==> src/rtl/isr_seq_pkg.sv <==
package isr_seq_pkg;
  typedef enum logic [2:0] {
    ST_IDLE,
    ST_PUSH_PSR,
    ST_PUSH_PC,
    ST_VEC_RD,
    ST_VEC_LD,
    ST_POP_PC,
    ST_POP_PSR,
    ST_PSR_LD
  } seq_state_e;

  // status word layout, fixed by the decode that reads it
  localparam int PRIV_POS = 15;
  localparam int PL_LSB   = 8;
  localparam int PL_W     = 3;
  localparam int PL_MSB   = PL_LSB + PL_W - 1;
  localparam int CC_W     = 3;
endpackage

==> src/rtl/isr_seq_fsm.sv <==
module isr_seq_fsm
  import isr_seq_pkg::*;
(
  input  logic            clk,
  input  logic            rst,
  input  logic            boundary,
  input  logic            irq_req,
  input  logic [PL_W-1:0] irq_level,
  input  logic            rti_cmd,
  input  logic            cur_priv,
  input  logic [PL_W-1:0] cur_pl,
  output seq_state_e      state_q,
  output logic            start_entry,
  output logic            start_return
);
  seq_state_e state_d;
  logic       idle;

  assign idle         = (state_q == ST_IDLE);
  // return wins over a request at the same boundary; user-mode return is dropped
  assign start_return = idle && boundary && rti_cmd && !cur_priv;
  assign start_entry  = idle && boundary && irq_req && !start_return &&
                        (irq_level > cur_pl);

  always_comb begin
    state_d = state_q;
    unique case (state_q)
      ST_IDLE: begin
        if (start_return)     state_d = ST_POP_PC;
        else if (start_entry) state_d = ST_PUSH_PSR;
      end
      ST_PUSH_PSR: state_d = ST_PUSH_PC;
      ST_PUSH_PC:  state_d = ST_VEC_RD;
      ST_VEC_RD:   state_d = ST_VEC_LD;
      ST_VEC_LD:   state_d = ST_IDLE;
      ST_POP_PC:   state_d = ST_POP_PSR;
      ST_POP_PSR:  state_d = ST_PSR_LD;
      ST_PSR_LD:   state_d = ST_IDLE;
      default:     state_d = ST_IDLE;
    endcase
  end

  always_ff @(posedge clk) begin
    if (rst) state_q <= ST_IDLE;
    else     state_q <= state_d;
  end
endmodule

==> src/rtl/isr_sp_bank.sv <==
module isr_sp_bank #(
  parameter int              WORD_W   = 16,
  parameter logic [WORD_W-1:0] USP_INIT = 16'hFE00,
  parameter logic [WORD_W-1:0] SSP_INIT = 16'h2FF0
) (
  input  logic              clk,
  input  logic              rst,
  input  logic              active_sel,   // 1 = user bank, 0 = supervisor bank
  input  logic              core_wr,
  input  logic [WORD_W-1:0] core_data,
  input  logic              ssp_inc,
  input  logic              ssp_dec,
  output logic [WORD_W-1:0] active_sp,
  output logic [WORD_W-1:0] ssp_sp
);
  localparam int NBANK = 2;
  localparam logic [WORD_W-1:0] ONE = {{(WORD_W-1){1'b0}}, 1'b1};

  // bank index equals the privilege bit value
  for (genvar b = 0; b < NBANK; b++) begin : g_bank
    localparam logic [WORD_W-1:0] INIT = (b == 1) ? USP_INIT : SSP_INIT;
    localparam bit IS_SUP = (b == 0);
    logic [WORD_W-1:0] q;

    always_ff @(posedge clk) begin
      if (rst)                                   q <= INIT;
      else if (core_wr && (active_sel == 1'(b))) q <= core_data;
      else if (IS_SUP && ssp_inc)                q <= q + ONE;
      else if (IS_SUP && ssp_dec)                q <= q - ONE;
    end
  end

  assign ssp_sp    = g_bank[0].q;
  assign active_sp = active_sel ? g_bank[1].q : g_bank[0].q;
endmodule

==> src/rtl/isr_psr_pc.sv <==
module isr_psr_pc
  import isr_seq_pkg::*;
#(
  parameter int                WORD_W    = 16,
  parameter logic [WORD_W-1:0] RESET_PC  = 16'h3000,
  parameter logic [WORD_W-1:0] RESET_PSR = 16'h8002
) (
  input  logic              clk,
  input  logic              rst,
  input  logic              core_en,
  input  logic              pc_ld,
  input  logic [WORD_W-1:0] pc_in,
  input  logic              cc_ld,
  input  logic [CC_W-1:0]   cc_in,
  input  logic              entry_start,
  input  logic [PL_W-1:0]   entry_level,
  input  logic              pc_from_mem,
  input  logic              psr_from_mem,
  input  logic [WORD_W-1:0] mem_word,
  output logic [WORD_W-1:0] pc_q,
  output logic [WORD_W-1:0] psr_q,
  output logic [WORD_W-1:0] save_pc_q,
  output logic [WORD_W-1:0] save_psr_q
);
  logic [WORD_W-1:0] psr_entry;

  always_comb begin
    psr_entry                 = psr_q;
    psr_entry[PRIV_POS]       = 1'b0;
    psr_entry[PL_MSB:PL_LSB]  = entry_level;
  end

  always_ff @(posedge clk) begin
    if (rst) begin
      pc_q <= RESET_PC;
    end else if (pc_from_mem) begin
      pc_q <= mem_word;
    end else if (core_en && pc_ld) begin
      pc_q <= pc_in;
    end
  end

  always_ff @(posedge clk) begin
    if (rst) begin
      psr_q <= RESET_PSR;
    end else if (entry_start) begin
      psr_q <= psr_entry;
    end else if (psr_from_mem) begin
      psr_q <= mem_word;
    end else if (core_en && cc_ld) begin
      psr_q[CC_W-1:0] <= cc_in;
    end
  end

  // snapshot of the interrupted context, written out by the two pushes
  always_ff @(posedge clk) begin
    if (rst) begin
      save_pc_q  <= '0;
      save_psr_q <= '0;
    end else if (entry_start) begin
      save_pc_q  <= pc_q;
      save_psr_q <= psr_q;
    end
  end
endmodule

==> src/rtl/isr_seq_top.sv <==
module isr_seq_top
  import isr_seq_pkg::*;
#(
  parameter int                WORD_W    = 16,
  parameter int                VEC_W     = 8,
  parameter logic [WORD_W-1:0] VT_BASE   = 16'h0100,
  parameter logic [WORD_W-1:0] RESET_PC  = 16'h3000,
  parameter logic [WORD_W-1:0] RESET_PSR = 16'h8002,
  parameter logic [WORD_W-1:0] USP_INIT  = 16'hFE00,
  parameter logic [WORD_W-1:0] SSP_INIT  = 16'h2FF0
) (
  input  logic              clk,
  input  logic              rst,
  input  logic              boundary,
  input  logic              irq_req,
  input  logic [2:0]        irq_level,
  input  logic [VEC_W-1:0]  irq_vec,
  input  logic              rti_cmd,
  input  logic              pc_ld,
  input  logic [WORD_W-1:0] pc_in,
  input  logic              cc_ld,
  input  logic [2:0]        cc_in,
  input  logic              sp_ld,
  input  logic [WORD_W-1:0] sp_in,
  output logic              busy,
  output logic [WORD_W-1:0] pc_out,
  output logic [WORD_W-1:0] psr_out,
  output logic [WORD_W-1:0] sp_out,
  output logic              mem_req,
  output logic              mem_we,
  output logic [WORD_W-1:0] mem_addr,
  output logic [WORD_W-1:0] mem_wdata,
  input  logic [WORD_W-1:0] mem_rdata
);
  localparam logic [WORD_W-1:0] ONE = {{(WORD_W-1){1'b0}}, 1'b1};

  seq_state_e        state_q;
  logic              start_entry, start_return, core_en;
  logic [VEC_W-1:0]  vec_q;
  logic [WORD_W-1:0] pc_q, psr_q, save_pc_q, save_psr_q, ssp_q, active_sp;
  logic              ssp_inc, ssp_dec, pc_from_mem, psr_from_mem;

  isr_seq_fsm u_fsm (
    .clk          (clk),
    .rst          (rst),
    .boundary     (boundary),
    .irq_req      (irq_req),
    .irq_level    (irq_level),
    .rti_cmd      (rti_cmd),
    .cur_priv     (psr_q[PRIV_POS]),
    .cur_pl       (psr_q[PL_MSB:PL_LSB]),
    .state_q      (state_q),
    .start_entry  (start_entry),
    .start_return (start_return)
  );

  assign core_en = (state_q == ST_IDLE) && !start_entry && !start_return;

  always_ff @(posedge clk) begin
    if (rst)              vec_q <= '0;
    else if (start_entry) vec_q <= irq_vec;
  end

  assign ssp_inc      = (state_q == ST_PUSH_PSR) || (state_q == ST_PUSH_PC);
  assign ssp_dec      = (state_q == ST_POP_PC)   || (state_q == ST_POP_PSR);
  assign pc_from_mem  = (state_q == ST_VEC_LD)   || (state_q == ST_POP_PSR);
  assign psr_from_mem = (state_q == ST_PSR_LD);

  isr_psr_pc #(
    .WORD_W    (WORD_W),
    .RESET_PC  (RESET_PC),
    .RESET_PSR (RESET_PSR)
  ) u_ctx (
    .clk          (clk),
    .rst          (rst),
    .core_en      (core_en),
    .pc_ld        (pc_ld),
    .pc_in        (pc_in),
    .cc_ld        (cc_ld),
    .cc_in        (cc_in),
    .entry_start  (start_entry),
    .entry_level  (irq_level),
    .pc_from_mem  (pc_from_mem),
    .psr_from_mem (psr_from_mem),
    .mem_word     (mem_rdata),
    .pc_q         (pc_q),
    .psr_q        (psr_q),
    .save_pc_q    (save_pc_q),
    .save_psr_q   (save_psr_q)
  );

  isr_sp_bank #(
    .WORD_W   (WORD_W),
    .USP_INIT (USP_INIT),
    .SSP_INIT (SSP_INIT)
  ) u_sp (
    .clk        (clk),
    .rst        (rst),
    .active_sel (psr_q[PRIV_POS]),
    .core_wr    (core_en && sp_ld),
    .core_data  (sp_in),
    .ssp_inc    (ssp_inc),
    .ssp_dec    (ssp_dec),
    .active_sp  (active_sp),
    .ssp_sp     (ssp_q)
  );

  // memory port decoded from the registered state
  always_comb begin
    mem_req   = 1'b0;
    mem_we    = 1'b0;
    mem_addr  = '0;
    mem_wdata = '0;
    unique case (state_q)
      ST_PUSH_PSR: begin
        mem_req = 1'b1; mem_we = 1'b1; mem_addr = ssp_q + ONE; mem_wdata = save_psr_q;
      end
      ST_PUSH_PC: begin
        mem_req = 1'b1; mem_we = 1'b1; mem_addr = ssp_q + ONE; mem_wdata = save_pc_q;
      end
      ST_VEC_RD: begin
        mem_req = 1'b1; mem_addr = VT_BASE + WORD_W'(vec_q);
      end
      ST_POP_PC, ST_POP_PSR: begin
        mem_req = 1'b1; mem_addr = ssp_q;
      end
      default: ;
    endcase
  end

  assign busy    = (state_q != ST_IDLE);
  assign pc_out  = pc_q;
  assign psr_out = psr_q;
  assign sp_out  = active_sp;
endmodule

==> config.mk <==
export PLATFORM = sky130hd
export DESIGN_NAME = isr_seq_top
export DESIGN_NICKNAME = d
export VERILOG_FILES = /design/src/rtl/isr_seq_pkg.sv /design/src/rtl/isr_seq_fsm.sv /design/src/rtl/isr_sp_bank.sv /design/src/rtl/isr_psr_pc.sv /design/src/rtl/isr_seq_top.sv
export SDC_FILE = /design/constraint.sdc
export NUM_CORES = 1
export LEC_CHECK = 0
export BUFFER_PORTS_ARGS = -buffer_cell sky130_fd_sc_hd__clkbuf_2
export CAP_MARGIN = 20
export CORE_MARGIN = 4
export CORE_UTILIZATION = 35
export DETAILED_ROUTE_END_ITERATION = 10
export GPL_TIMING_DRIVEN = 0
export PLACE_DENSITY_LB_ADDON = 0.1
export SLEW_MARGIN = 0
export SYNTH_ARGS = -nofsm -noshare
export SYNTH_HDL_FRONTEND = slang
export SYNTH_SLANG_ARGS = --single-unit
==> constraint.sdc <==
create_clock -name clk -period 2.25 [get_ports clk]
set_input_delay 0.3375 -clock clk [delete_from_list [all_inputs] [get_ports clk]]
set_output_delay 0.3375 -clock clk [all_outputs]
set_load 0.05 [all_outputs]
==> results of run 1 <==
area by class of cell:
class	instances	area (um^2)
buffer	56	428
timing repair buffer	181	1150
clock buffer	12	258
sequential	107	2170
multi-input combinational	533	3380
clock inverter	4	77.6
tap	211	264
inverter	12	45.0
fill	1578	7600
sequential cells by signal, summed over array words and instances, names as in the netlist:
name / cells
u_ctx.pc_q: 16
u_ctx.psr_q: 16
u_ctx.save_pc_q: 16
u_ctx.save_psr_q: 16
u_sp.g_bank.q: 16
u_sp.ssp_sp: 16
vec_q: 8
u_fsm.state_q: 3
power groups by stage:
stage	Sequential, uW	Combinational, uW	Clock (uW)
floorplan	2400	1280	0
global route	2230	2540	1910
finish	2210	2400	1820
global placement	2220	2030	0
detailed placement	2230	2050	0
CTS	2210	2220	1860
worst min-delay path: cells and delay by family:
kind / cells / cell delay (ps)
buffers and inverters: 1 / 80
AND/OR/NAND/NOR: 1 / 50
AO/OA/AOI/OAI: 1 / 50
kinds of logic (layout without fill, tap and decap cells):
group,count (synthesis),count (layout),synth area share (%)
AND/OR/NAND/NOR,297,297,25.0
buffers and inverters,72,265,5.35
flip-flops,107,107,38.5
multiplexers,39,39,7.27
adder cells (fa/ha/maj),5,5,1.12
XOR/XNOR,21,21,3.31
AO/OA/AOI/OAI,171,171,19.5
synthesized netlist by cell type, types with 2 or more instances:
cell type	instances	area share, %
a211o_1	7	1.1
a211oi_1	18	2.4
a21o_1	4	0.54
a21oi_1	67	6.0
a21oi_2	2	0.31
a221oi_1	2	0.31
a22oi_1	19	2.6
a311oi_1	3	0.47
and2_1	2	0.22
and3_1	4	0.45
and4b_1	2	0.36
buf_1	3	0.20
buf_2	16	1.4
buf_4	2	0.27
clkbuf_1	39	2.6
dfxtp_1	107	39
ha_1	5	1.1
inv_1	12	0.81
mux2_2	11	2.2
mux2i_1	28	5.0
nand2_1	134	9.0
nand2b_1	3	0.34
nand3_1	19	1.7
nand3b_1	2	0.27
nand4_1	5	0.56
nand4b_1	2	0.31
nor2_1	75	5.1
nor2b_1	12	1.3
nor3_1	12	1.1
nor3_4	2	0.58
nor4_1	3	0.34
nor4b_1	4	0.63
o21ai_0	30	2.7
o21bai_1	3	0.40
or3_1	4	0.45
xnor2_1	14	2.2
xor2_1	7	1.1
timing repair:
item / in CTS / in global routing
gates resized for setup: 129 / 93
buffers inserted: 15 / 15
endpoints found under the setup margin: 119 / 107
pin swaps: 14 / 18
gates cloned: 0 / 0
routing by layer:
layer | vias up | routed length, um
met2 | 236 | 9860
met4 | 0 | 400
met5 | - | 0
met1 | 2877 | 10200
li1 | 2848 | -
met3 | 24 | 1400
stage by stage:
| step | hold slack, ps | total power [uW] |
|---|---|---|
| 2_1_floorplan | 436 | 3680 |
| 3_3_place_gp | 444 | 4250 |
| 3_5_place_dp | 450 | 4270 |
| 4_1_cts | 190 | 6290 |
| 5_1_grt | 200 | 6670 |
| 6_report | 204 | 6420 |
worst max path at each step:
stage | from | endpoint | slack [ps] | depth (start not counted)
after global routing | u_sp.ssp_sp[1]$_SDFFE_PP0P_ | mem_addr[15] | -290 | 8
after detailed placement | irq_level[2] | u_ctx.pc_q[11]$_SDFFE_PP0P_ | -480 | 8
final | u_sp.ssp_sp[1]$_SDFFE_PP0P_ | mem_addr[11] | -220 | 8
after global placement | irq_level[2] | u_ctx.pc_q[11]$_SDFFE_PP0P_ | -420 | 8
after floorplan | u_fsm.state_q[0]$_SDFFE_PP0P_ | mem_addr[5] | -330 | 6
after CTS | u_sp.ssp_sp[0]$_SDFFE_PP0P_ | mem_addr[11] | -190 | 8
==> impl_metrics.csv, run 1 <==
group,metric,value,unit
run_status,status,"complete, but fails checks",
run_status,violations,"negative setup slack",
pwr,pwr-share-comb,37.3,%
layout,final_util,50.5,%
placed_design,placed_cells,1075,
worst_setup_path,reg2reg_depth,9,
floorplan,ios,153,
global_routing,overflow,0,
clock_network,clk_pin_slew,70,ps
pwr,p_sw,2490,uW
flow_run,cap_violations,0,
placed_design,dp.final_hpwl,15.6,mm
worst_hold_path,worstHoldStart,"irq_vec[2]",
timing,clock-skew-final,4.64,ps
timing,setup_viol,9,
worst_setup_path,path_buf_inv,3,
worst_setup_path,crit_path_top_delay_cell,"dfxtp_4",
clock_network,cts_root_buf,"clkbuf_16",
timing,timing.slew.headroom,49.5,%
global_routing,grt_util_met1,32.7,%
yosys,ys.flop_type,"dfxtp_1",
drt,drtIter0Drc,349,
layout,nNetsFinal,975,
layout,final_common_cell,"nand2_1",
global_routing,grt.met2_usage,37.8,%
clock_network,cts_tree,"done",
clock_network,h-tree-depth,3,
global_routing,grt_use_total,23.7,%
worst_setup_path,cp.arrival,2130,ps
worst_setup_path,r2r_end,"u_sp.ssp_sp[14]$_SDFFE_PP0P_",
timing,worst_slack,-218,ps
drt,drtPass1Iterations,5,
placed_design,placed_area,6610,um^2
yosys,netlist_area,5560,um^2
worst_setup_path,crit_family,"simple AND/OR/NAND/NOR gates",
timing,worst-slew-pin-transition,757,ps
timing,min_period,2470,ps
floorplan,dieArea,18000,um^2
worst_setup_path,end_kind,"output port",
pwr,seqPwrFrac,34.4,%
drt,vias_per_cell,5.36,
drt,ant_nets,0,
pwr,p_int,3930,uW
drt,drc,0,
yosys,synthDistinctLibCells,65,
pwr,leakage,0.00330,uW
worst_setup_path,r2r-start,"u_sp.ssp_sp[0]$_SDFFE_PP0P_",
worst_setup_path,crit_type,"reg -> out",
worst_setup_path,r2r_setup_slack,60,ps
global_routing,grtUsageMet3,5.33,%
pwr,swShare,38.8,%
yosys,synth_cells,712,
layout,drive_above_1_share,34.4,%
layout,final_area,7770,um^2
floorplan,start_util,36.2,%
worst_hold_path,hold_path_end,"vec_q[2]$_SDFFE_PP0P_",
yosys,syn_area_per_cell,7.81,um^2
yosys,ys_ff_latch,107,
layout,areaGrowthSynthToFinish,39.7,%
floorplan,rows,45,
layout,layout_common_cells,"132 x nand2_1, 129 x clkbuf_2, 96 x dfxtp_1",
drt,wl_per_cell,19.6,um
yosys,yosysSeqAreaShare,38.5,%
worst_setup_path,critical_path_peak_fanout,4,
yosys,async_reset_ff_share,0,%
placed_design,place_ws,-476,ps
timing,finalHoldViolations,0,
clock_network,postCtsHoldBufs,0,
placed_design,port_buffers,152,
pwr,ir_drop,637,uV
drt,drt_wl_total,21.8,mm
timing,slew_viol_final,0,
drt,num_vias,5985,
placed_design,gp_congestion,0.870,
worst_setup_path,worst-endpoint-required,1910,ps
layout,num_antenna_cells,0,
floorplan,die_w,134,um
clock_network,numCtsBuffers,9,
global_routing,grt_max_degree,18,
worst_setup_path,cpPeakStageDelay,370,ps
clock_network,clk_path_buf_depth,2,
timing,rsz0062_at_grt,"yes",
pwr,p_per_area,827,nW/um^2
global_routing,antenna_found_initial,0,
yosys,yosys_warnings,0,
clock_network,cts.sinks,107,
floorplan,coreArea,15400,um^2
worst_setup_path,cp-start-kind,"flip-flop",
worst_hold_path,hold-path-cell-count,3,
timing,tns,-1110,ps
pwr,clock_power_share,28.3,%
global_routing,grt_pass1_wl,33.4,mm
timing,fin_crit_sh,110,%
global_routing,grt_pass1_vias,5906,
yosys,syn_nets,787,
worst_hold_path,hold_path.class,"in -> reg",
layout,final_cells,1116,
floorplan,die_h,134,um
timing,fmax,0.405,GHz
yosys,synth_edf_count,0,
worst_setup_path,cp_cell_sequence,"buf_8 -> and4b_2 -> nand4_1 -> buf_4 -> nor2b_4 -> xnor2_1 -> nor2_1 -> clkbuf_8",
clock_network,clock_latency,360,ps
global_routing,grt-busiest-layer,"met2",
Note: power is estimated with default switching activity, not from simulation.
==> inputs of run 2 (changes only) <==
Settings changed: CTS_BUF_LIST set to sky130_fd_sc_hd__clkbuf_4.
==> run 2 against run 1 <==
The flow still finishes with violations (negative setup slack); maximum frequency fell by 5.4%; combinational power rose by 8.3%; register-to-register slack about the same; utilization grew 3.0 points; sequential cell count did not move; final area is 5.9% higher; critical endpoint unchanged; highest routed layer unchanged; first-iteration DRC count up 16%; die area stayed put; sequential share of layout area decreased by 1.4 points; critical path depth did not move; via count up 2.5%; clock-buffer cell count shrank 1.
==> impl_metrics.csv, run 2 (synthesized netlist as in run 1, its figures left out) <==
group,metric,value,unit
flow_run,cap_violations,0,
placed_design,port_buffers,152,
clock_network,cts_tree,"done",
timing,holdWs,34.5,ps
run_status,status,"complete, but fails checks",
timing,clock-skew-final,22.0,ps
floorplan,die_h,134,um
floorplan,rows,45,
drt,drt_wl_total,22.4,mm
global_routing,grt_pass1_wl,33.8,mm
global_routing,antenna_found_initial,0,
drt,drtPass1Iterations,5,
drt,num_vias,6132,
worst_hold_path,hold_path.class,"in -> reg",
timing,fin_crit_sh,116,%
drt,vias_per_cell,5.38,
run_status,violations,"negative setup slack",
pwr,ir_drop,523,uV
layout,areaGrowthSynthToFinish,47.9,%
timing,min_period,2610,ps
floorplan,coreArea,15400,um^2
layout,nNetsFinal,997,
drt,wl_per_cell,19.7,um
layout,final_common_cell,"nand2_1",
pwr,p_per_area,743,nW/um^2
layout,final_cells,1139,
worst_setup_path,critical_path_peak_fanout,4,
global_routing,overflow,0,
floorplan,dieArea,18000,um^2
placed_design,placed_cells,1075,
timing,rsz0062_at_grt,"yes",
clock_network,clock_latency,500,ps
layout,fillers,1534,
clock_network,clk_pin_slew,180,ps
worst_setup_path,cp-start-kind,"flip-flop",
clock_network,clk_path_buf_depth,2,
timing,worst-slew-pin-transition,725,ps
placed_design,dp.final_hpwl,15.6,mm
global_routing,grt_pass1_vias,6034,
global_routing,grt_max_degree,18,
timing,finalHoldViolations,0,
layout,multiInputGateArea,3540,um^2
clock_network,cts.sinks,107,
timing,fmax,0.383,GHz
floorplan,start_util,36.2,%
timing,worst_slack,-359,ps
worst_setup_path,cp.arrival,2270,ps
layout,layout_common_cells,"132 x nand2_1, 116 x clkbuf_2, 90 x dfxtp_1",
placed_design,placed_area,6610,um^2
pwr,finalPower,6110,uW
pwr,leakage,0.00344,uW
placed_design,gp_congestion,0.870,
timing,setup_viol,12,
layout,drive_above_1_share,39.9,%
timing,timing.slew.headroom,51.6,%
worst_setup_path,worst-endpoint-required,1910,ps
worst_setup_path,crit_type,"reg -> out",
timing,slew_viol_final,0,
floorplan,ios,153,
floorplan,die_w,134,um
drt,ant_nets,0,
clock_network,h-tree-depth,3,
clock_network,numCtsBuffers,9,
layout,seq_area,2190,um^2
layout,final_area,8230,um^2
global_routing,grt_use_total,24.1,%
worst_setup_path,end_kind,"output port",
drt,drtIter0Drc,404,
drt,drc,0,
clock_network,cts_root_buf,"clkbuf_4",
[run 2: changes by cell type in the layout (fill, tap and decap cells not counted), moves of 7 or more]
cell	before	now
a22oi_1	19	11
buf_8	3	23
clkbuf_16	10	2
clkbuf_2	129	116
buf_6	22	14
clkbuf_8	10	20
buf_4	39	53
clkbuf_4	15	22
nor2_1	65	55
a22oi_2	0	8
[run 2: area by class of cell]
class                   count  share of cell area, %
multi-input cells         533                   43.1
flip-flops and latches    107                   26.6
repair buffers            205                   18.2
plain buffers              54                   5.96
well taps                 211                   3.21
clock inverters             5                   1.31
clock buffers              11                   1.00
inverters                  12                  0.623
diodes                      1                 0.0304
[run 2: worst paths after layout]
check | start | endpoint | slack [ps] | cells past startpoint
worst max-delay path | u_sp.ssp_sp[1]$_SDFFE_PP0P_ | mem_addr[11] | -360 | 8
worst min-delay path | irq_vec[2] | vec_q[2]$_SDFFE_PP0P_ | 30 | 3
worst max register to register | u_fsm.state_q[0]$_SDFFE_PP0P_ | u_sp.ssp_sp[1]$_SDFFE_PP0P_ | 50 | 8
worst min register to register | u_ctx.save_psr_q[13]$_SDFFE_PP0P_ | u_ctx.save_psr_q[13]$_SDFFE_PP0P_ | 470 | 2
[run 2: stage by stage]
stage | util [%] | TNS (ps) | setup slack [ps]
6_report | 53.5 | -2680 | -359
5_1_grt | 53.5 | -4210 | -446
4_1_cts | 50.6 | -3570 | -362
3_5_place_dp | 43.0 | -25710 | -476
3_3_place_gp | 43.0 | -22970 | -420
2_1_floorplan | - | -1210 | -332
[run 2: worst max-delay path, stage by stage, from the launching register on]
cell,delay [ps]
dfxtp_4,400
buf_8,90
and4b_2,250
nand4_1,220
buf_4,240
nor2b_4,100
xnor2_1,80
nor2_1,170
clkbuf_8,220
[run 2: timing repair]
item	in CTS	in global routing
buffers inserted	32	22
hold buffers	0	0
pin swaps	23	24
cloned	0	1
endpoints found under the setup margin	129	124
gates resized for setup	211	110
[run 2: routing by layer]
layer	global-route usage (%)	part of all wire, %	wire [um]
met1	33.1	45	10000
met5	0	0	0
met4	8.03	2.4	537
met3	5.36	8.1	1820
met2	37.6	45	10100
[run 2: power by group]
| group | total [uW] | internal, uW | switching (uW) | leakage, uW |
|---|---|---|---|---|
| Combinational | 2600 | 935 | 1660 | 0.00246 |
| Clock | 1300 | 596 | 700 | 0.000102 |
| Sequential | 2220 | 2070 | 145 | 0.000878 |
| Total | 6110 | 3600 | 2510 | 0.00344 |
==> inputs of run 3 (changes only) <==
Settings changed: CTS_CLUSTER_SIZE set to 28, GPL_ROUTABILITY_DRIVEN set to 0, SYNTH_HIERARCHICAL set to 1.
==> run 3 against run 2 <==
The flow still finishes with violations (negative setup slack); global-route usage down 1.8 points; utilization up 2.6 points; cell count up 7.0%; sequential cell count unchanged; largest power group unchanged; highest routed layer unchanged.
==> impl_metrics.csv, run 3 <==
group,metric,value,unit
run_status,status,"complete, but fails checks",
yosys,yosysMostFrequentCell,"dfxtp_1",
worst_setup_path,cp.arrival,3240,ps
yosys,netlist_area,6250,um^2
drt,drtIter0Drc,335,
timing,clock-skew-final,22.1,ps
worst_setup_path,crit_end,"u_sp/ssp_sp[15]$_SDFFE_PP0P_",
layout,areaGrowthSynthToFinish,56.4,%
yosys,ys.flop_type,"dfxtp_1",
layout,nNetsFinal,1077,
floorplan,start_util,35.9,%
floorplan,ios,153,
worst_setup_path,r2r_setup_slack,-620,ps
worst_setup_path,end_kind,"flip-flop",
drt,drtPass1Iterations,5,
drt,num_vias,6509,
drt,drc,0,
yosys,synth_edf_count,0,
timing,worst-slew-pin-transition,607,ps
worst_setup_path,r2r-start,"u_fsm/state_q[1]$_SDFFE_PP0P_",
yosys,async_reset_ff_share,0,%
pwr,p_per_area,1670,nW/um^2
run_status,violations,"negative setup slack",
clock_network,cts_tree,"done",
drt,ant_nets,0,
timing,rsz0062_at_grt,"yes",
drt,drt_wl_total,23.5,mm
pwr,p_int,8220,uW
clock_network,cts.sinks,107,
pwr,swShare,49.7,%
worst_setup_path,r2r_end,"u_sp/ssp_sp[15]$_SDFFE_PP0P_",
pwr,finalPower,16300,uW
worst_setup_path,crit_type,"reg -> reg",
timing,min_period,2870,ps
global_routing,antenna_found_initial,1,
placed_design,port_buffers,152,
worst_setup_path,cp_cell_sequence,"buf_8 -> nor2b_4 -> nor2_4 -> buf_8 -> nor2_4 -> clkinvlp_4 -> buf_6 -> ha_4 -> o211ai_1 -> o211ai_1 -> nand4_1 -> a31oi_2 -> a211o_1 -> o311ai_1",
clock_network,cts_root_buf,"clkbuf_4",
clock_network,postCtsHoldBufs,0,
global_routing,grt_pass1_vias,6369,
floorplan,die_h,142,um
yosys,syn_area_per_cell,8.37,um^2
timing,timing.slew.headroom,59.5,%
pwr,pwr-share-comb,76.7,%
floorplan,dieArea,20000,um^2
pwr,leakage,0.00389,uW
timing,fmax,0.348,GHz
timing,worst_slack,-623,ps
timing,tns,-8550,ps
floorplan,rows,48,
yosys,syn_nets,835,
clock_network,numCtsBuffers,9,
worst_setup_path,crit_path_top_delay_cell,"dfxtp_4",
clock_network,clk_pin_slew,170,ps
timing,finalHoldViolations,0,
global_routing,grt_use_total,22.3,%
worst_setup_path,cpPeakStageDelay,390,ps
worst_hold_path,hold_path.class,"in -> reg",
yosys,synthDistinctLibCells,70,
floorplan,die_w,142,um
yosys,yosysSeqAreaShare,34.3,%
flow_run,cap_violations,0,
clock_network,clock_latency,500,ps
yosys,ys_ff_latch,107,
worst_hold_path,hold-path-cell-count,3,
timing,slew_viol_final,0,
yosys,synth_top_cell_by_area,"dfxtp_1",
yosys,synth_cells,746,
worst_setup_path,crit_start,"u_fsm/state_q[1]$_SDFFE_PP0P_",
drt,vias_per_cell,5.34,
layout,layout_common_cells,"118 x clkbuf_2, 88 x dfxtp_1, 76 x nor2_1",
layout,final_common_cell,"clkbuf_2",
pwr,clock_power_share,6.0,%
placed_design,dp.final_hpwl,15.8,mm
worst_setup_path,worst-endpoint-required,2620,ps
drt,wl_per_cell,19.2,um
global_routing,overflow,0,
timing,setup_viol,44,
worst_setup_path,cp-start-kind,"flip-flop",
layout,drive_above_1_share,50.3,%
global_routing,grt_max_degree,19,
clock_network,h-tree-depth,3,
yosys,netlist.area_leader.share,34.3,%
global_routing,grt_pass1_wl,35.1,mm
yosys,synth_area_leaders,"dfxtp_1 34%, mux2i_1 9.9%, nor2_1 6.2%",
floorplan,coreArea,17400,um^2
worst_setup_path,reg2reg_depth,14,
worst_setup_path,critical_path_peak_fanout,5,
clock_network,clk_path_buf_depth,2,
pwr,p_sw,8110,uW
timing,fin_crit_sh,128,%
pwr,seqPwrFrac,17.4,%
yosys,yosys_warnings,6,
pwr,ir_drop,1090,uV
yosys,synth_top_cells_by_count,"107 x dfxtp_1, 103 x nor2_1, 88 x nand2_1",
==> run 3: layer usage <==
metal / wire (um) / vias to the layer above / global-route usage, %
li1: - / 3169 / -
met1: 10100 / 3129 / 29.2
met2: 11800 / 187 / 37.9
met3: 1180 / 24 / 3.98
met4: 372 / 0 / 5.76
met5: 0 / - / 0
==> run 3: timing repair <==
| item | 4_1_cts | 5_1_grt |
|---|---|---|
| setup endpoints to repair | 147 | 131 |
| gates resized for setup | 242 | 159 |
| pin swaps | 56 | 90 |
| gates cloned | 8 | 2 |
| buffers inserted | 40 | 51 |
==> run 3: critical path, delay by kind of cell (launching register included) <==
| family | cells | cell delay, ps |
|---|---|---|
| AOI/OAI and AO/OA | 5 | 940 |
| adders and majority gates | 1 | 300 |
| buffers and inverters | 4 | 540 |
| DFF | 1 | 390 |
| and+or+nand+nor | 4 | 600 |
==> run 3: power by group through the flow <==
stage                     logic, uW  registers (uW)  clock network (uW)
final                         12500            2840                 975
after global placement         8110            2820                   0
after detailed placement       8130            2820                   0
after CTS                     11100            2820                 993
after global routing          13300            2890                1070
after floorplan                5800            3230                   0
==> run 3: through the flow <==
step	cells	cell area, um^2	util (%)	hold slack (ps)	worst slack (ps)
finish	1219	9770	56.1	61.1	-623
global route	1219	9770	56.1	48.5	-711
CTS	1184	9050	51.9	25.8	-718
detailed placement	1123	7460	42.9	443	-1650
global placement	1123	7460	42.9	443	-1630
floorplan	746	6420	-	402	-1100
==> run 3: worst min-delay path by stage <==
stage | start | end | slack [ps]
after floorplan | rst | u_fsm/state_q[1]$_SDFFE_PP0P_ | 400
after global placement | u_sp/g_bank[1].q[15]$_SDFFE_PP1P_ | u_sp/g_bank[1].q[15]$_SDFFE_PP1P_ | 440
after detailed placement | u_sp/g_bank[1].q[5]$_SDFFE_PP0P_ | u_sp/g_bank[1].q[5]$_SDFFE_PP0P_ | 440
after CTS | mem_rdata[6] | u_ctx/psr_q[6]$_SDFFE_PP0P_ | 30
after global routing | mem_rdata[12] | u_ctx/psr_q[12]$_SDFFE_PP0P_ | 50
final | mem_rdata[3] | u_ctx/psr_q[3]$_SDFFE_PP0P_ | 60
==> run 3: cell type report <==
type                       instances  area, um^2
clock inverter                     6        50.0
tap                              225         282
inverter                          14        58.8
multi-input combinational        573        4720
timing repair buffer             242        1950
clock buffer                      10        75.1
fill                            1625        7650
antenna                            1        2.50
buffer                            41         433
sequential                       107        2200
==> run 3: cells by family (layout without fill, tap and decap cells) <==
family                   after synthesis  in the layout  share of synthesized area, %
buffers and inverters                 66            313                          5.11
AO/OA/AOI/OAI                        164            164                          18.8
flip-flops                           107            107                          34.3
adder cells (fa/ha/maj)               19             19                          3.93
AND/OR/NAND/NOR                      289            289                          21.8
multiplexers                          80             80                          13.2
other                                  0              1                             0
XOR/XNOR                              21             21                          2.94
